## src/rtl/irq_res_pkg.sv

```systemverilog
package irq_res_pkg;
  typedef struct packed {
    logic sfnm;
    logic aeoi;
    logic rot_aeoi;
  } irq_mode_t;
endpackage

```

## src/rtl/irq_edge.sv

```systemverilog
module irq_edge #(
  parameter int N_IRQ = 8
) (
  input  logic             clk_i,
  input  logic             rst_ni,
  input  logic [N_IRQ-1:0] irq_i,
  output logic [N_IRQ-1:0] rise_o
);
  logic [N_IRQ-1:0] last_q;

  always_ff @(posedge clk_i or negedge rst_ni) begin
    if (!rst_ni) last_q <= '0;
    else         last_q <= irq_i;
  end

  assign rise_o = irq_i & ~last_q;
endmodule

```

## src/rtl/prio_find.sv

```systemverilog
module prio_find #(
  parameter int N_IRQ = 8,
  localparam int IDX_W = $clog2(N_IRQ)
) (
  input  logic [N_IRQ-1:0] req_i,
  input  logic [IDX_W-1:0] base_i,
  output logic [IDX_W:0]   off_o,  // N_IRQ when empty
  output logic [IDX_W-1:0] num_o
);
  logic [N_IRQ-1:0] rot;

  // rotate so that bit 0 is the input at the base
  for (genvar k = 0; k < N_IRQ; k++) begin : g_rot
    logic [IDX_W-1:0] src;
    assign src    = IDX_W'(k) + base_i;
    assign rot[k] = req_i[src];
  end

  always_comb begin
    off_o = (IDX_W+1)'(N_IRQ);
    for (int k = N_IRQ-1; k >= 0; k--)
      if (rot[k]) off_o = (IDX_W+1)'(k);
  end

  assign num_o = off_o[IDX_W-1:0] + base_i;
endmodule

```

## src/rtl/irq_prio_resolver.sv

```systemverilog
module irq_prio_resolver
  import irq_res_pkg::*;
#(
  parameter int N_IRQ    = 8,
  parameter int CASC_IDX = 2,
  parameter bit IS_MASTER = 1'b1,
  localparam int IDX_W   = $clog2(N_IRQ)
) (
  input  logic             clk_i,
  input  logic             rst_ni,
  input  logic [N_IRQ-1:0] irq_i,
  input  logic             mask_wr_i,
  input  logic [N_IRQ-1:0] mask_i,
  input  logic             base_wr_i,
  input  logic [IDX_W-1:0] base_i,
  input  logic             sfnm_i,
  input  logic             aeoi_i,
  input  logic             rot_aeoi_i,
  input  logic             ack_i,
  output logic             int_o,
  output logic [IDX_W-1:0] vec_o,
  output logic             none_o
);
  irq_mode_t mode;
  assign mode = '{sfnm: sfnm_i, aeoi: aeoi_i, rot_aeoi: rot_aeoi_i};

  logic [N_IRQ-1:0] irr_q, isr_q, mask_q, rise, cand, isr_cmp, win_bit;
  logic [IDX_W-1:0] base_q, vec_q, win_num, isr_num;
  logic [IDX_W:0]   pend_off, isr_off;
  logic             take;

  irq_edge #(.N_IRQ(N_IRQ)) u_edge (
    .clk_i (clk_i),
    .rst_ni(rst_ni),
    .irq_i (irq_i),
    .rise_o(rise)
  );

  assign cand = irr_q & ~mask_q;

  if (IS_MASTER) begin : g_master
    logic [N_IRQ-1:0] casc_bit;
    assign casc_bit = N_IRQ'(1) << CASC_IDX;
    assign isr_cmp  = mode.sfnm ? (isr_q & ~casc_bit) : isr_q;
  end else begin : g_slave
    assign isr_cmp = isr_q;
  end

  prio_find #(.N_IRQ(N_IRQ)) u_pend (
    .req_i (cand),
    .base_i(base_q),
    .off_o (pend_off),
    .num_o (win_num)
  );

  prio_find #(.N_IRQ(N_IRQ)) u_serv (
    .req_i (isr_cmp),
    .base_i(base_q),
    .off_o (isr_off),
    .num_o (isr_num)
  );

  assign int_o   = pend_off < isr_off;
  assign none_o  = ~|cand;
  assign take    = ack_i & int_o;
  assign win_bit = N_IRQ'(1) << win_num;

  always_ff @(posedge clk_i or negedge rst_ni) begin
    if (!rst_ni) begin
      irr_q  <= '0;
      isr_q  <= '0;
      mask_q <= '0;
      base_q <= '0;
      vec_q  <= '0;
    end else begin
      irr_q <= (take ? (irr_q & ~win_bit) : irr_q) | rise;
      if (take) begin
        vec_q <= win_num;
        if (!mode.aeoi) isr_q <= isr_q | win_bit;
      end
      if (mask_wr_i) mask_q <= mask_i;
      if (base_wr_i)
        base_q <= base_i;
      else if (take && mode.aeoi && mode.rot_aeoi)
        base_q <= win_num + IDX_W'(1);
    end
  end

  assign vec_o = vec_q;

  // assertions
  for (genvar g = 0; g < N_IRQ; g++) begin : g_chk_edge
    p_set_needs_input_r1: assert property (@(posedge clk_i) disable iff (!rst_ni)
      $rose(irr_q[g]) |-> $past(irq_i[g]));
  end

  p_int_has_cand_r4: assert property (@(posedge clk_i) disable iff (!rst_ni)
    int_o |-> !none_o);

  p_ack_vec_r6: assert property (@(posedge clk_i) disable iff (!rst_ni)
    (ack_i && int_o) |=> vec_o == $past(win_num));

  p_ack_isr_r6: assert property (@(posedge clk_i) disable iff (!rst_ni)
    (ack_i && int_o && !aeoi_i) |=> isr_q[$past(win_num)]);

  p_idle_ack_r7: assert property (@(posedge clk_i) disable iff (!rst_ni)
    (ack_i && !int_o) |=> $stable(isr_q) && $stable(vec_o));

  p_aeoi_keep_r8: assert property (@(posedge clk_i) disable iff (!rst_ni)
    (ack_i && int_o && aeoi_i) |=> $stable(isr_q));

  p_rotate_r9: assert property (@(posedge clk_i) disable iff (!rst_ni)
    (ack_i && int_o && aeoi_i && rot_aeoi_i && !base_wr_i)
      |=> base_q == $past(win_num) + IDX_W'(1));

  logic unused_ok;
  assign unused_ok = ^isr_num;
endmodule

```

## config.mk

```make
export PLATFORM = sky130hd
export DESIGN_NAME = irq_prio_resolver
export DESIGN_NICKNAME = d
export VERILOG_FILES = /design/src/rtl/irq_res_pkg.sv /design/src/rtl/irq_edge.sv /design/src/rtl/prio_find.sv /design/src/rtl/irq_prio_resolver.sv
export SDC_FILE = /design/constraint.sdc
export NUM_CORES = 1
export LEC_CHECK = 0
export CAP_MARGIN = 10
export CORE_MARGIN = 2
export CORE_UTILIZATION = 50
export CTS_CLUSTER_SIZE = 25
export DETAILED_ROUTE_END_ITERATION = 8
export PLACE_DENSITY = 0.78
export SETUP_SLACK_MARGIN = 0.5
export SLEW_MARGIN = 20
export SYNTH_ARGS = -nofsm -noshare
export SYNTH_HDL_FRONTEND = slang
export SYNTH_SLANG_ARGS = --single-unit
```

## constraint.sdc

```tcl
create_clock -name clk_i -period 5.72 [get_ports clk_i]
set_input_delay 1.144 -clock clk_i [delete_from_list [all_inputs] [get_ports clk_i]]
set_output_delay 1.144 -clock clk_i [all_outputs]
set_load 0.03 [all_outputs]
```

==> impl_metrics.tcl <==
set metrics [dict create \
    slew_violations 0 \
    n_antenna_cell 0 \
    clk-insertion-delay-late_ns 0.28 \
    grt_pass1_vias 2056 \
    peakVddDrop_uv 334.2 \
    pre_cts_ws_ns 0.03636 \
    hold_class "flop to flop" \
    fin_crit_ns 4.899 \
    final_nets 304 \
    power_uw 1746 \
    port_buffers 31 \
    h-tree-depth 2 \
    num-fill-cells 440 \
    antenna_found_initial 0 \
    syn_nets 268 \
    avgRoutedWirePerCell_um 16.13 \
    initial_core_util_pct 51.38 \
    cts_tree "done" \
    die_w_um 76.22 \
    grt_max_degree 39 \
    drt_wl_total_um 5387 \
    cts_buffers 5 \
    p_comb_share_pct 67.9 \
    max-slew-margin-rel_pct 45.48 \
    cp-end-kind "primary output" \
    grt_first_pass_wirelength_um 9487 \
    firstDrtPassIters 5 \
    clkPwrFrac_pct 10.0 \
    start_kind "flop" \
    drt-initial-drc-count 96 \
    ys_seq_area_share_pct 36.47 \
    utilization_pct 60.92 \
    syn_avg_cell_area_um2 11.39 \
    whs_ns 0.4093 \
    powerDensity_nw_per_um2 564.8 \
    viasPerCell 5.695 \
    cts_root_buffer "clkbuf_8" \
    arrival_ns 3.75 \
    grt_usage_pct 20.45 \
    setup-violations-final 0 \
    power.leakage_uw 0.001340 \
    worst-slew-pin-transition_ns 0.8179 \
    setup_tns_ns 0 \
    clockBufferDepth 2 \
    p_seq_share_pct 22.1 \
    p_sw_share_pct 46.04 \
    fin_crit_sh_pct 85.64 \
    max_clock_freq_mhz 204.1 \
    area_growth_pct 18.57 \
    layout_common_cells "dfrtp_1 (36), clkdlybuf4s50_1 (28), inv_1 (22)" \
    hold_viol 0 \
    clk_pin_slew_ns 0.07 \
    cp.required_ns 4.58 \
    cp_max_fo 9 \
    status "complete, no violations" \
    syn_area_um2 2608 \
    synth-seq-cells 38 \
    hpwl_um 4280 \
    p_int_uw 942.3 \
    drive_gt1_share_pct 24.24 \
    overflow 0 \
    vias 1902 \
    gp_congestion 0.8858 \
    synth_cell_types 53 \
    synth_cells 229 \
    drc_errors 0 \
    io_pins 32 \
    num_rows 26 \
    rsz0062_at_grt "no" \
    drv_cap 0 \
    power.net_switching_uw 803.8 \
    core_area_um2 5075 \
    die_h_um 76.22 \
    path_class "flop to primary output" \
    ys_warn_count 0 \
    finClkSkew_ns 0.004014 \
    final_common_cell "dfrtp_1" \
    die_area_um2 5809 \
    worst_slack_ns 0.8213 \
    antenna_left 0 \
    cts_sinks 38 \
]
[state kept, by name (all words and copies together) (netlist names)]
name / cells
base_q: 3
mask_q: 8
u_edge.last_q: 8
irr_q: 8
isr_q: 8
vec_o: 3
[per-layer routing]
| metal | vias up | GRT usage (%) | routed length [µm] | part of all wire [%] |
|---|---|---|---|---|
| met1 | 920 | 26.24 | 2339 | 43 |
| met4 | 0 | 8.364 | 110 | 2.0 |
| met5 | - | 0 | 0 | 0 |
| met2 | 54 | 34.78 | 2740 | 51 |
| met3 | 10 | 3.081 | 195 | 3.6 |
| li1 | 918 | - | - | - |
[logic make-up (layout without fill, tap and decap cells)]
group / count (synthesis) / in the layout / synth area share (%)
compound gates: 53 / 53 / 15.11
xor+xnor: 4 / 4 / 2.639
simple gates: 44 / 44 / 8.686
buf+inv: 33 / 68 / 5.998
mux: 45 / 45 / 25.05
fa+ha+maj: 12 / 12 / 6.046
flops: 38 / 38 / 36.47
[worst max-delay path, stage by stage, from the launching register on]
cell	delay, ns
dfrtp_2	0.48
inv_2	0.15
ha_2	0.49
mux4_2	0.58
mux2i_1	0.26
nand2_1	0.09
o211ai_1	0.20
ha_1	0.26
o21a_1	0.16
o21ai_0	0.15
nand2b_1	0.11
o211ai_1	0.17
nand2_1	0.09
a21oi_1	0.12
buf_4	0.17
[power groups by stage]
stage               Combinational, µW  Clock [µW]  Sequential (µW)
global placement                 1120           0              384
detailed placement               1150           0              389
global route                     1310         193              392
floorplan                         894           0              381
CTS                              1150         181              384
finish                           1180         175              387
[metrics by stage]
| step | cell area [µm²] | instances |
|---|---|---|
| 3_5_place_dp | 2980 | 327 |
| 6_report | 3092 | 334 |
| 5_1_grt | 3092 | 334 |
| 2_1_floorplan | 2608 | 229 |
| 3_3_place_gp | 2980 | 327 |
| 4_1_cts | 3067 | 333 |
[cells in the mapped netlist (all sizes together)]
library cell / count / area share (%)
o31a: 1 / 0.34
o31ai: 8 / 2.5
a21o: 5 / 1.4
buf: 6 / 1.9
a31oi: 2 / 0.48
and3: 1 / 0.24
nor3b: 1 / 0.29
mux4: 13 / 11
dfrtp: 38 / 36
o311a: 1 / 0.38
o32a: 1 / 0.38
nor3: 2 / 0.58
a211oi: 4 / 1.2
nor2: 7 / 1.0
inv: 24 / 3.6
xnor2: 3 / 1.6
a22o: 6 / 2.0
mux2i: 12 / 4.6
a21oi: 6 / 1.3
o21a: 2 / 0.58
o21ai: 9 / 1.7
o22ai: 1 / 0.24
o311ai: 1 / 0.34
or2b: 1 / 0.29
mux2: 20 / 9.2
ha: 11 / 5.3
o211ai: 2 / 0.58
clkbuf: 2 / 0.29
and2: 1 / 0.24
or2: 1 / 0.24
o2111ai: 1 / 0.58
nand4: 3 / 0.72
o21bai: 1 / 0.29
clkinv: 1 / 0.14
nand3: 3 / 0.58
nand2: 13 / 1.9
nand2b: 9 / 2.2
xor2: 1 / 1.1
fa: 1 / 0.77
nor2b: 2 / 0.48
o2111a: 1 / 0.43
a21bo: 1 / 0.38
[path summary, 6_finish.rpt]
kind                       slack [ns]        end  cells past startpoint             start
setup / recovery                 0.82      int_o                     14         base_q[1]
hold / removal                   0.41   irr_q[5]                      1  u_edge.last_q[5]
setup reg to reg                 1.49  base_q[2]                     16         base_q[1]
hold reg to reg                  0.41   irr_q[5]                      1  u_edge.last_q[5]
max in group asynchronous        4.19  base_q[0]                      1            rst_ni
min in group asynchronous        0.96  mask_q[1]                      1            rst_ni
[cell type report]
class | count | area, µm² | share of cell area [%]
well taps | 70 | 87.58 | 2.833
repair buffers | 37 | 350.3 | 11.33
flip-flops and latches | 38 | 953.4 | 30.84
clock buffers | 6 | 82.58 | 2.671
multi-input cells | 158 | 1519 | 49.13
inverters | 25 | 98.84 | 3.197
[what timing repair did]
item,4_1_cts,5_1_grt
setup buffers,0,1
hold buffers,0,0
setup endpoints to repair,1,1
hold endpoints to repair,0,0
cloned,0,0
resized for setup,7,8
(Power assumes the default switching activity.)
